[src/rtl/scr_pkg.sv]
package scr_pkg;

    localparam int DW    = 8;
    localparam int PWM_W = 7;
    localparam int GP_N  = 5;
    localparam int IDX_W = 3;

    typedef enum logic [IDX_W-1:0] {
        IDX_CTRL = 3'd0,
        IDX_FEAT = 3'd1,
        IDX_HIB  = 3'd2,
        IDX_PWM  = 3'd3,
        IDX_DIR  = 3'd4,
        IDX_LVL  = 3'd5,
        IDX_TTL  = 3'd6,
        IDX_NONE = 3'd7
    } reg_idx_e;

    typedef struct packed {
        logic [DW-1:0]    ctrl;
        logic [DW-1:0]    feat;
        logic [DW-1:0]    hib;
        logic [PWM_W-1:0] pwm;
        logic [GP_N-1:0]  dir;
        logic [GP_N-1:0]  lvl;
        logic [DW-1:0]    ttl;
    } regs_t;

    // Bit positions inside the feature register that other logic decodes
    localparam int FEAT_TTL_EN = 3;
    localparam int FEAT_PWM_LO = 4;

    function automatic logic [DW-1:0] set_or_clear(
        input logic [DW-1:0] old_v,
        input logic [DW-1:0] mask,
        input logic          clr
    );
        return clr ? (old_v & ~mask) : (old_v | mask);
    endfunction

endpackage

[src/rtl/scr_regfile.sv]
module scr_regfile
    import scr_pkg::*;
(
    input  logic           clk,
    input  logic           rst,
    input  logic           sel,
    input  logic           wr,
    input  reg_idx_e       idx,
    input  logic           clr,
    input  logic [DW-1:0]  wdata,
    output regs_t          regs
);

    logic          do_wr;
    logic [DW-1:0] dir_new;
    logic [DW-1:0] lvl_new;

    assign do_wr   = sel && wr;
    assign dir_new = set_or_clear(DW'(regs.dir), wdata, clr);
    assign lvl_new = set_or_clear(DW'(regs.lvl), wdata, clr);

    always_ff @(posedge clk) begin
        if (rst) begin
            regs <= '0;
        end else if (do_wr) begin
            case (idx)
                IDX_CTRL: regs.ctrl <= set_or_clear(regs.ctrl, wdata, clr);
                IDX_FEAT: regs.feat <= set_or_clear(regs.feat, wdata, clr);
                IDX_HIB:  regs.hib  <= set_or_clear(regs.hib, wdata, clr);
                IDX_PWM:  regs.pwm  <= wdata[PWM_W-1:0];
                IDX_DIR:  regs.dir  <= dir_new[GP_N-1:0];
                IDX_LVL:  regs.lvl  <= lvl_new[GP_N-1:0];
                IDX_TTL:  regs.ttl  <= set_or_clear(regs.ttl, wdata, clr);
                default:  ;
            endcase
        end
    end

    AST_SET_KEEPS_BITS: assert property (@(posedge clk) disable iff (rst)
        (do_wr && !clr && idx == IDX_FEAT) |=> ((regs.feat & $past(regs.feat)) == $past(regs.feat)));
    AST_CLR_DROPS_BITS: assert property (@(posedge clk) disable iff (rst)
        (do_wr && clr && idx == IDX_HIB) |=> ((regs.hib & $past(wdata)) == '0));
    AST_PWM_DIRECT: assert property (@(posedge clk) disable iff (rst)
        (do_wr && idx == IDX_PWM) |=> (regs.pwm == $past(wdata[PWM_W-1:0])));
    AST_IDLE_HOLDS: assert property (@(posedge clk) disable iff (rst)
        !do_wr |=> $stable(regs));

endmodule

[src/rtl/scr_pwm.sv]
module scr_pwm
    import scr_pkg::*;
(
    input  logic             clk,
    input  logic             rst,
    input  logic [PWM_W-1:0] match,
    output logic             pwm
);

    localparam logic [PWM_W-1:0] CNT_MAX = '1;

    logic [PWM_W-1:0] cnt;

    always_ff @(posedge clk) begin
        if (rst) cnt <= '0;
        else     cnt <= cnt + 1'b1;
    end

    assign pwm = (cnt < match);

    AST_ZERO_MATCH_LOW: assert property (@(posedge clk) disable iff (rst)
        (match == '0) |-> !pwm);
    AST_FULL_MATCH_HIGH: assert property (@(posedge clk) disable iff (rst)
        (match == CNT_MAX && cnt != CNT_MAX) |-> pwm);
    AST_CNT_ADVANCES: assert property (@(posedge clk) disable iff (rst)
        1'b1 |=> (cnt == $past(cnt) + 1'b1));

endmodule

[src/rtl/scr_readmux.sv]
module scr_readmux
    import scr_pkg::*;
#(
    parameter logic [7:0] VERSION = 8'h50,
    parameter logic [7:0] CAPS    = 8'h0F
) (
    input  logic            sel,
    input  logic            wr,
    input  reg_idx_e        idx,
    input  logic [GP_N-1:0] gp_in,
    input  logic            ttl_en,
    input  logic [DW-1:0]   ttl_in,
    output logic [DW-1:0]   rdata
);

    always_comb begin
        rdata = '0;
        if (sel && !wr) begin
            case (idx)
                IDX_CTRL: rdata = VERSION;
                IDX_FEAT: rdata = CAPS;
                IDX_DIR:  rdata = DW'(gp_in);
                IDX_TTL:  rdata = ttl_en ? ttl_in : '0;
                default:  rdata = '0;
            endcase
        end
    end

    always_comb begin
        if (!(sel && !wr)) begin
            AST_RD_IDLE_ZERO: assert (rdata == '0);
        end
    end

endmodule

[src/rtl/scr_bank.sv]
module scr_bank
    import scr_pkg::*;
#(
    parameter logic [7:0] VERSION = 8'h50,
    parameter logic [7:0] CAPS    = 8'h0F
) (
    input  logic       clk,
    input  logic       rst,
    input  logic       bus_sel,
    input  logic       bus_wr,
    input  logic [2:0] bus_idx,
    input  logic       bus_clr,
    input  logic [7:0] bus_wdata,
    output logic [7:0] bus_rdata,
    output logic       rst_global,
    output logic       rst_codec,
    output logic       rst_phy,
    output logic       rst_wlan,
    output logic       rst_bt,
    output logic       uart_to_edge,
    output logic       uart_to_bt,
    output logic       card_mode,
    output logic       hib_req,
    output logic [2:0] wake_en,
    output logic [2:0] pwm_pins,
    input  logic [4:0] gp_in,
    output logic [4:0] gp_out,
    output logic [4:0] gp_oe,
    input  logic [7:0] ttl_in,
    output logic [7:0] ttl_out,
    output logic       ttl_oe
);

    localparam int PWM_PINS = 3;

    regs_t    regs;
    reg_idx_e idx;
    logic     pwm_raw;
    logic     unused_bits;

    assign idx = reg_idx_e'(bus_idx);

    scr_regfile u_regs (
        .clk   (clk),
        .rst   (rst),
        .sel   (bus_sel),
        .wr    (bus_wr),
        .idx   (idx),
        .clr   (bus_clr),
        .wdata (bus_wdata),
        .regs  (regs)
    );

    scr_pwm u_pwm (
        .clk   (clk),
        .rst   (rst),
        .match (regs.pwm),
        .pwm   (pwm_raw)
    );

    scr_readmux #(.VERSION(VERSION), .CAPS(CAPS)) u_rd (
        .sel    (bus_sel),
        .wr     (bus_wr),
        .idx    (idx),
        .gp_in  (gp_in),
        .ttl_en (regs.feat[FEAT_TTL_EN]),
        .ttl_in (ttl_in),
        .rdata  (bus_rdata)
    );

    assign rst_global   = regs.ctrl[0];
    assign rst_codec    = regs.ctrl[2];
    assign rst_phy      = regs.ctrl[3];
    assign rst_wlan     = regs.ctrl[4];
    assign rst_bt       = regs.ctrl[5];

    assign uart_to_edge = regs.feat[0];
    assign uart_to_bt   = regs.feat[1];
    assign card_mode    = regs.feat[2];

    assign hib_req      = regs.hib[0];
    assign wake_en      = regs.hib[3:1];

    for (genvar p = 0; p < PWM_PINS; p++) begin : g_pwm_gate
        assign pwm_pins[p] = pwm_raw & regs.feat[FEAT_PWM_LO + p];
    end

    assign gp_oe   = regs.dir;
    assign gp_out  = regs.lvl;

    assign ttl_oe  = regs.feat[FEAT_TTL_EN];
    assign ttl_out = ttl_oe ? regs.ttl : '0;

    assign unused_bits = ^{regs.ctrl[7:6], regs.ctrl[1], regs.feat[7], regs.hib[7:4]};

    AST_PORT_OFF_QUIET: assert property (@(posedge clk) disable iff (rst)
        !ttl_oe |-> (ttl_out == '0));
    AST_PWM_GATED: assert property (@(posedge clk) disable iff (rst)
        !pwm_raw |-> (pwm_pins == '0));

endmodule

[config.mk]
export PLATFORM = sky130hd
export DESIGN_NAME = scr_bank
export DESIGN_NICKNAME = d
export VERILOG_FILES = /design/src/rtl/scr_pkg.sv /design/src/rtl/scr_regfile.sv /design/src/rtl/scr_pwm.sv /design/src/rtl/scr_readmux.sv /design/src/rtl/scr_bank.sv
export SDC_FILE = /design/constraint.sdc
export NUM_CORES = 1
export LEC_CHECK = 0
export ABC_AREA = 1
export BUFFER_PORTS_ARGS = -buffer_cell sky130_fd_sc_hd__buf_4
export CAP_MARGIN = 20
export CORE_MARGIN = 2
export CORE_UTILIZATION = 25
export CTS_CLUSTER_DIAMETER = 100
export DETAILED_ROUTE_END_ITERATION = 6
export GPL_ROUTABILITY_DRIVEN = 0
export PLACE_DENSITY = 0.48
export SYNTH_ARGS = -nofsm -noshare
export SYNTH_HDL_FRONTEND = slang
export SYNTH_SLANG_ARGS = --single-unit
[constraint.sdc]
create_clock -name clk -period 3.6 [get_ports clk]
set_clock_uncertainty 0.1 [all_clocks]
set_input_delay 0.36 -clock clk [delete_from_list [all_inputs] [get_ports clk]]
set_output_delay 0.36 -clock clk [all_outputs]
set_load 0.005 [all_outputs]
; Yosys cells after proc, flatten, opt, wreduce, memory -nomap -nowiden
; Cells that the tools add are included.
[totals]
wordCells = 53
register_bits = 56
output_inout_bits = 42
input_bits = 29
[classes]
reduce_logical = 11
magnitude_cmp = 1
bitwise = 16
n_eq_ne = 6
n_mux = 10
n_addsub = 1
[ops]
columns = cell, count
row1 = two-way mux 8 bit, 7
row2 = AND 8 bit, 4
row3 = OR 8 bit, 4
row4 = case mux 8 bit (4 select lines), 1
row5 = AND reduction 2 bit, 7
row6 = AND 5 bit, 2
row7 = two-way mux 5 bit, 2
row8 = OR 5 bit, 2
row9 = equality test 3 bit (second input constant), 3
row10 = inverter 8 bit, 1
row11 = adder 7 x 1 -> 7 bit (second input constant), 1
row12 = less-than comparator 7 bit, 1
row13 = equality test 3 x 2 -> 1 bit (second input constant), 2
row14 = AND 1 bit, 3
row15 = equality test 3 x 1 -> 1 bit (second input constant), 1
row16 = zero test 3 bit, 1
row17 = logical AND 1 bit, 2
row18 = zero test 1 bit, 1

; Logic depth before layout (Yosys ltp)
[depth]
ltp_word = 3
mapped_depth = 8
depth_no_buf = 7

; Cells and area by module
; Synthesis repeated with hierarchy kept, for this count alone.
[hier_totals]
cells_unflattened = 547
hier_area_um2 = 3288.2
[by_module_without_submodules]
columns = module, instances, cells_per_inst, area_per_inst_um2, seq_area_each_um2
row1 = scr_regfile, 1, 411, 2553.7, 980.9
row2 = scr_pwm, 1, 68, 447.9, 140.1
row3 = scr_readmux, 1, 45, 198.9, 0.0
row4 = scr_bank, 1, 23, 87.6, 0.0

; Worst setup path after synthesis
; No wires, ideal clock.
[synth_path]
path_kind = register to output
start = register u_regs.regs[24] (netlist name)
end = output port pwm_pins[0]
stages_incl_launch_ff = 7
path_slack_ns = 2.066
required_time_ns = 3.140
n_path_buf = 0
t_arrival_ns = 1.074
cell_sequence = dfxtp_1 -> inv_1 -> ha_1 -> a21o_1 -> nor2_1 -> nand2_1 -> nor2_1
[synth_between]
elab_chain_len = 2
[synth_rtl]
columns = element, line
row1 = less-than comparator 7 bit, scr_pwm.sv:19  ; assign pwm = (cnt < match);
row2 = AND 1 bit, scr_bank.sv:85  ; assign pwm_pins[p] = pwm_raw & regs.feat[FEAT_PWM_LO + p];
row3 = end: declaration, scr_bank.sv:25  ; output logic [2:0] pwm_pins,
; No other way between the ends.

==> summary.txt <==
Outcome
  • Status: completed

Synthesis
  • Post-synthesis sequential area ratio: between 30% and 40%
  • Largest family of logic cells by synthesized area: simple AND/OR/NAND/NOR gates
  • Synthesized area: around 0.0028 mm2
  • Post-Synthesis Cells: 429
  • Xor and xnor area share after synthesis: less than 1%
  • Synth Area in Compound Gates: ~5.7%
  • Post-Synth Simple-Gate Area: 39.6%
  • Mapped Nets: between 400 and 500
  • Post-synthesis mux area share: 0%
  • Distinct cells, synth: 30
  • Synthesized area per cell: 6.48 um2
  • YS warnings: 0
  • Adder-Cell Fraction of Synth Area: under 10%
  • Yosys reg bits: 48

Detailed routing
  • Drt drc: 0
  • Drt initial violations: 64
  • Antenna-violating nets left: 0
  • Final wirelength: 7240 um
  • First drt pass iteration count: 4
  • Total number of vias: ~2600
  • Vias per cell: 4.25
  • Routed len/inst: 11.7 um

GRT
  • Overall global routing resource usage: approximately 13%
  • GR Overflow Total: 0
  • Largest net degree at the start of global routing: between 40 and 50
  • Vias in the first global route: 2534
  • Initial antenna violation count: 0
  • Global-route wire length before repair: between 10000 and 15000 um

Place
  • DPL Wire Length: 5340 um
  • Placed cell area: 0.00328 mm2
  • IO buf count: 70

Timing
  • RSZ-0062 raised after global routing: no
  • Fmax: between 400 and 500 MHz
  • Tcrit/Tclk final: roughly 57%
  • Setup TNS: 0 ns
  • Worst-Margin Slew: 0.474 ns
  • Final setup violation count: 0
  • Fin. max-slew vios: 0
  • Final min period: a little over 2 ns
  • Final hold viol count: 0
  • Relative slew slack: 68.3%

Pwr
  • Maximum vdd drop: about 0.16 mV
  • Combinational share of power: between 10% and 20%
  • Internal power: ~0.00075 W
  • Leak: between 1.5 and 2 nW
  • PD cells: roughly 300 mW/mm2
  • Sw power: between 0.0002 and 0.0003 W
  • Sw Ratio: a little over a quarter
  • Sequential Power Share: ~53%
  • Clock share of power: 33.2%

Cells and area
  • Share of layout cells above drive strength 1: between 20% and 30%
  • Layout Nets: 513
  • Multi-input gate area: 0.00136 mm2
  • Register Area: approximately 960 um2
  • Layout area overhead: 21.5%
  • Commonest cells after routing, fill and taps aside: nand2_1, nor2_1, buf_4, inv_1, dfxtp_1
  • Fill count: between 1000 and 1500
  • Antenna Diode Count: 0
  • Commonest non-fill, non-tap cell in the layout: nand2_1
  • Final Cell Area: 0.00338 mm2

Setup path
  • Critical Path AT: between 1.5 and 2 ns
  • Reg2reg start: u_pwm.cnt[0]$_SDFF_PP0_
  • Critical Path Sink Type: primary output
  • Slowest library cell on the worst path: dfxtp_1
  • Required @ worst endpoint: approximately 3.1 ns
  • Crit-path max FO: 15
  • CP Class: register to primary output
  • CP Launch Type: register
  • CP max stage delay: just over 0.6 ns
  • CP Cell Sequence: inv_1, nor2_1, nand2_1, a21oi_1, buf_4

Floorplanning
  • Die area: 0.0120 mm2
  • Core Area: 0.0108 mm2
  • Die extent in y: ~110 um
  • I/O pins: 71
  • Die X: between 100 and 150 um
  • Row cnt: 38
  • Initial Util: 25.7%

CTS
  • Post-CTS sizing: 0
  • Clk Latency, worst-skew pair: 0.29 ns
  • Clock Pin Slew Worst Setup and Hold Paths: approximately 0.09 ns
  • Htree depth: 2
  • # clock sinks: between 40 and 50
  • TritonCTS Buffers: 5
  • Setup bufs post-CTS: 0
  • CTS tree: yes
  • Clock Path Buffers: 2
  • CTS root buffer: clkbuf_8
  • Hold Buf Count CTS: 0

Job
  • Max Cap Viol: 0

Min path
  • Hold_sp: rst
  • Hold Path Class: primary input to register
==> final timing paths <==
check	to	slack (ns)	cells past startpoint
setup / recovery	bus_rdata[6]	1.54	5
hold reg to reg	u_pwm.cnt[0]$_SDFF_PP0_	0.39	1
hold / removal	u_pwm.cnt[0]$_SDFF_PP0_	0.16	2
setup reg to reg	u_pwm.cnt[6]$_SDFF_PP0_	2.35	6
==> per-stage QoR <==
| stage | setup slack, ns | power (W) | utilization (%) | instances | hold WS (ns) |
|---|---|---|---|---|---|
| floorplan | 2.07 | 0.000644 | - | 429 | 0.327 |
| global placement | 1.72 | 0.000698 | 30.3 | 610 | 0.352 |
| detailed placement | 1.61 | 0.000700 | 30.3 | 610 | 0.367 |
| CTS | 1.49 | 0.00105 | 31.2 | 618 | 0.140 |
| global route | 1.33 | 0.00109 | 31.2 | 618 | 0.141 |
| finish | 1.54 | 0.00103 | 31.2 | 618 | 0.156 |
==> cell families (layout without fill, tap and decap cells) <==
family          count (synthesis)  after routing
xor+xnor                        1              1
fa+ha+maj                       7              7
compound gates                 25             25
flops                          48             48
buf+inv                        98            147
simple gates                  250            250
==> cell usage after synthesis (all sizes together) <==
cell type / number / share of area, %
nand2: 98 / 14
clkinv: 3 / 0.58
a21o: 1 / 0.27
dfxtp: 48 / 35
nor2: 99 / 15
inv: 65 / 8.8
o21ai: 10 / 1.8
nor3: 3 / 0.54
xor2: 1 / 0.31
buf: 25 / 6.7
a21oi: 14 / 3.6
ha: 7 / 3.1
clkbuf: 5 / 0.67
nand3: 28 / 5.5
nor4: 1 / 0.23
nand4: 21 / 4.7
==> worst max-delay path: cells and delay by family (launching register included) <==
| family | cells | cell delay, ns |
|---|---|---|
| DFF | 1 | 0.62 |
| and+or+nand+nor | 2 | 0.28 |
| buffers and inverters | 2 | 0.27 |
| AOI/OAI and AO/OA | 1 | 0.13 |
==> layer usage <==
metal | track usage, % | part of all wire [%]
met1 | 16.9 | 48
met2 | 21.4 | 45
met3 | 3.20 | 5.5
met4 | 3.44 | 1.4
met5 | 0 | 0
==> layout make-up <==
class                      count  area share, %
clock buffer                   7           2.56
clock inverter                 1          0.222
inverter                      68           7.70
multi-input combinational    283           40.1
sequential                    48           28.4
tap                          140           5.19
timing repair buffer          71           15.8
==> power by group through the flow <==
stage	Clock [W]	Combinational (W)	Sequential, W
after floorplan	0	0.0000870	0.000557
after global placement	0	0.000138	0.000559
after detailed placement	0	0.000141	0.000560
after CTS	0.000358	0.000141	0.000547
after global routing	0.000381	0.000159	0.000549
final	0.000341	0.000140	0.000547
Power figures use the tool's default switching activity.
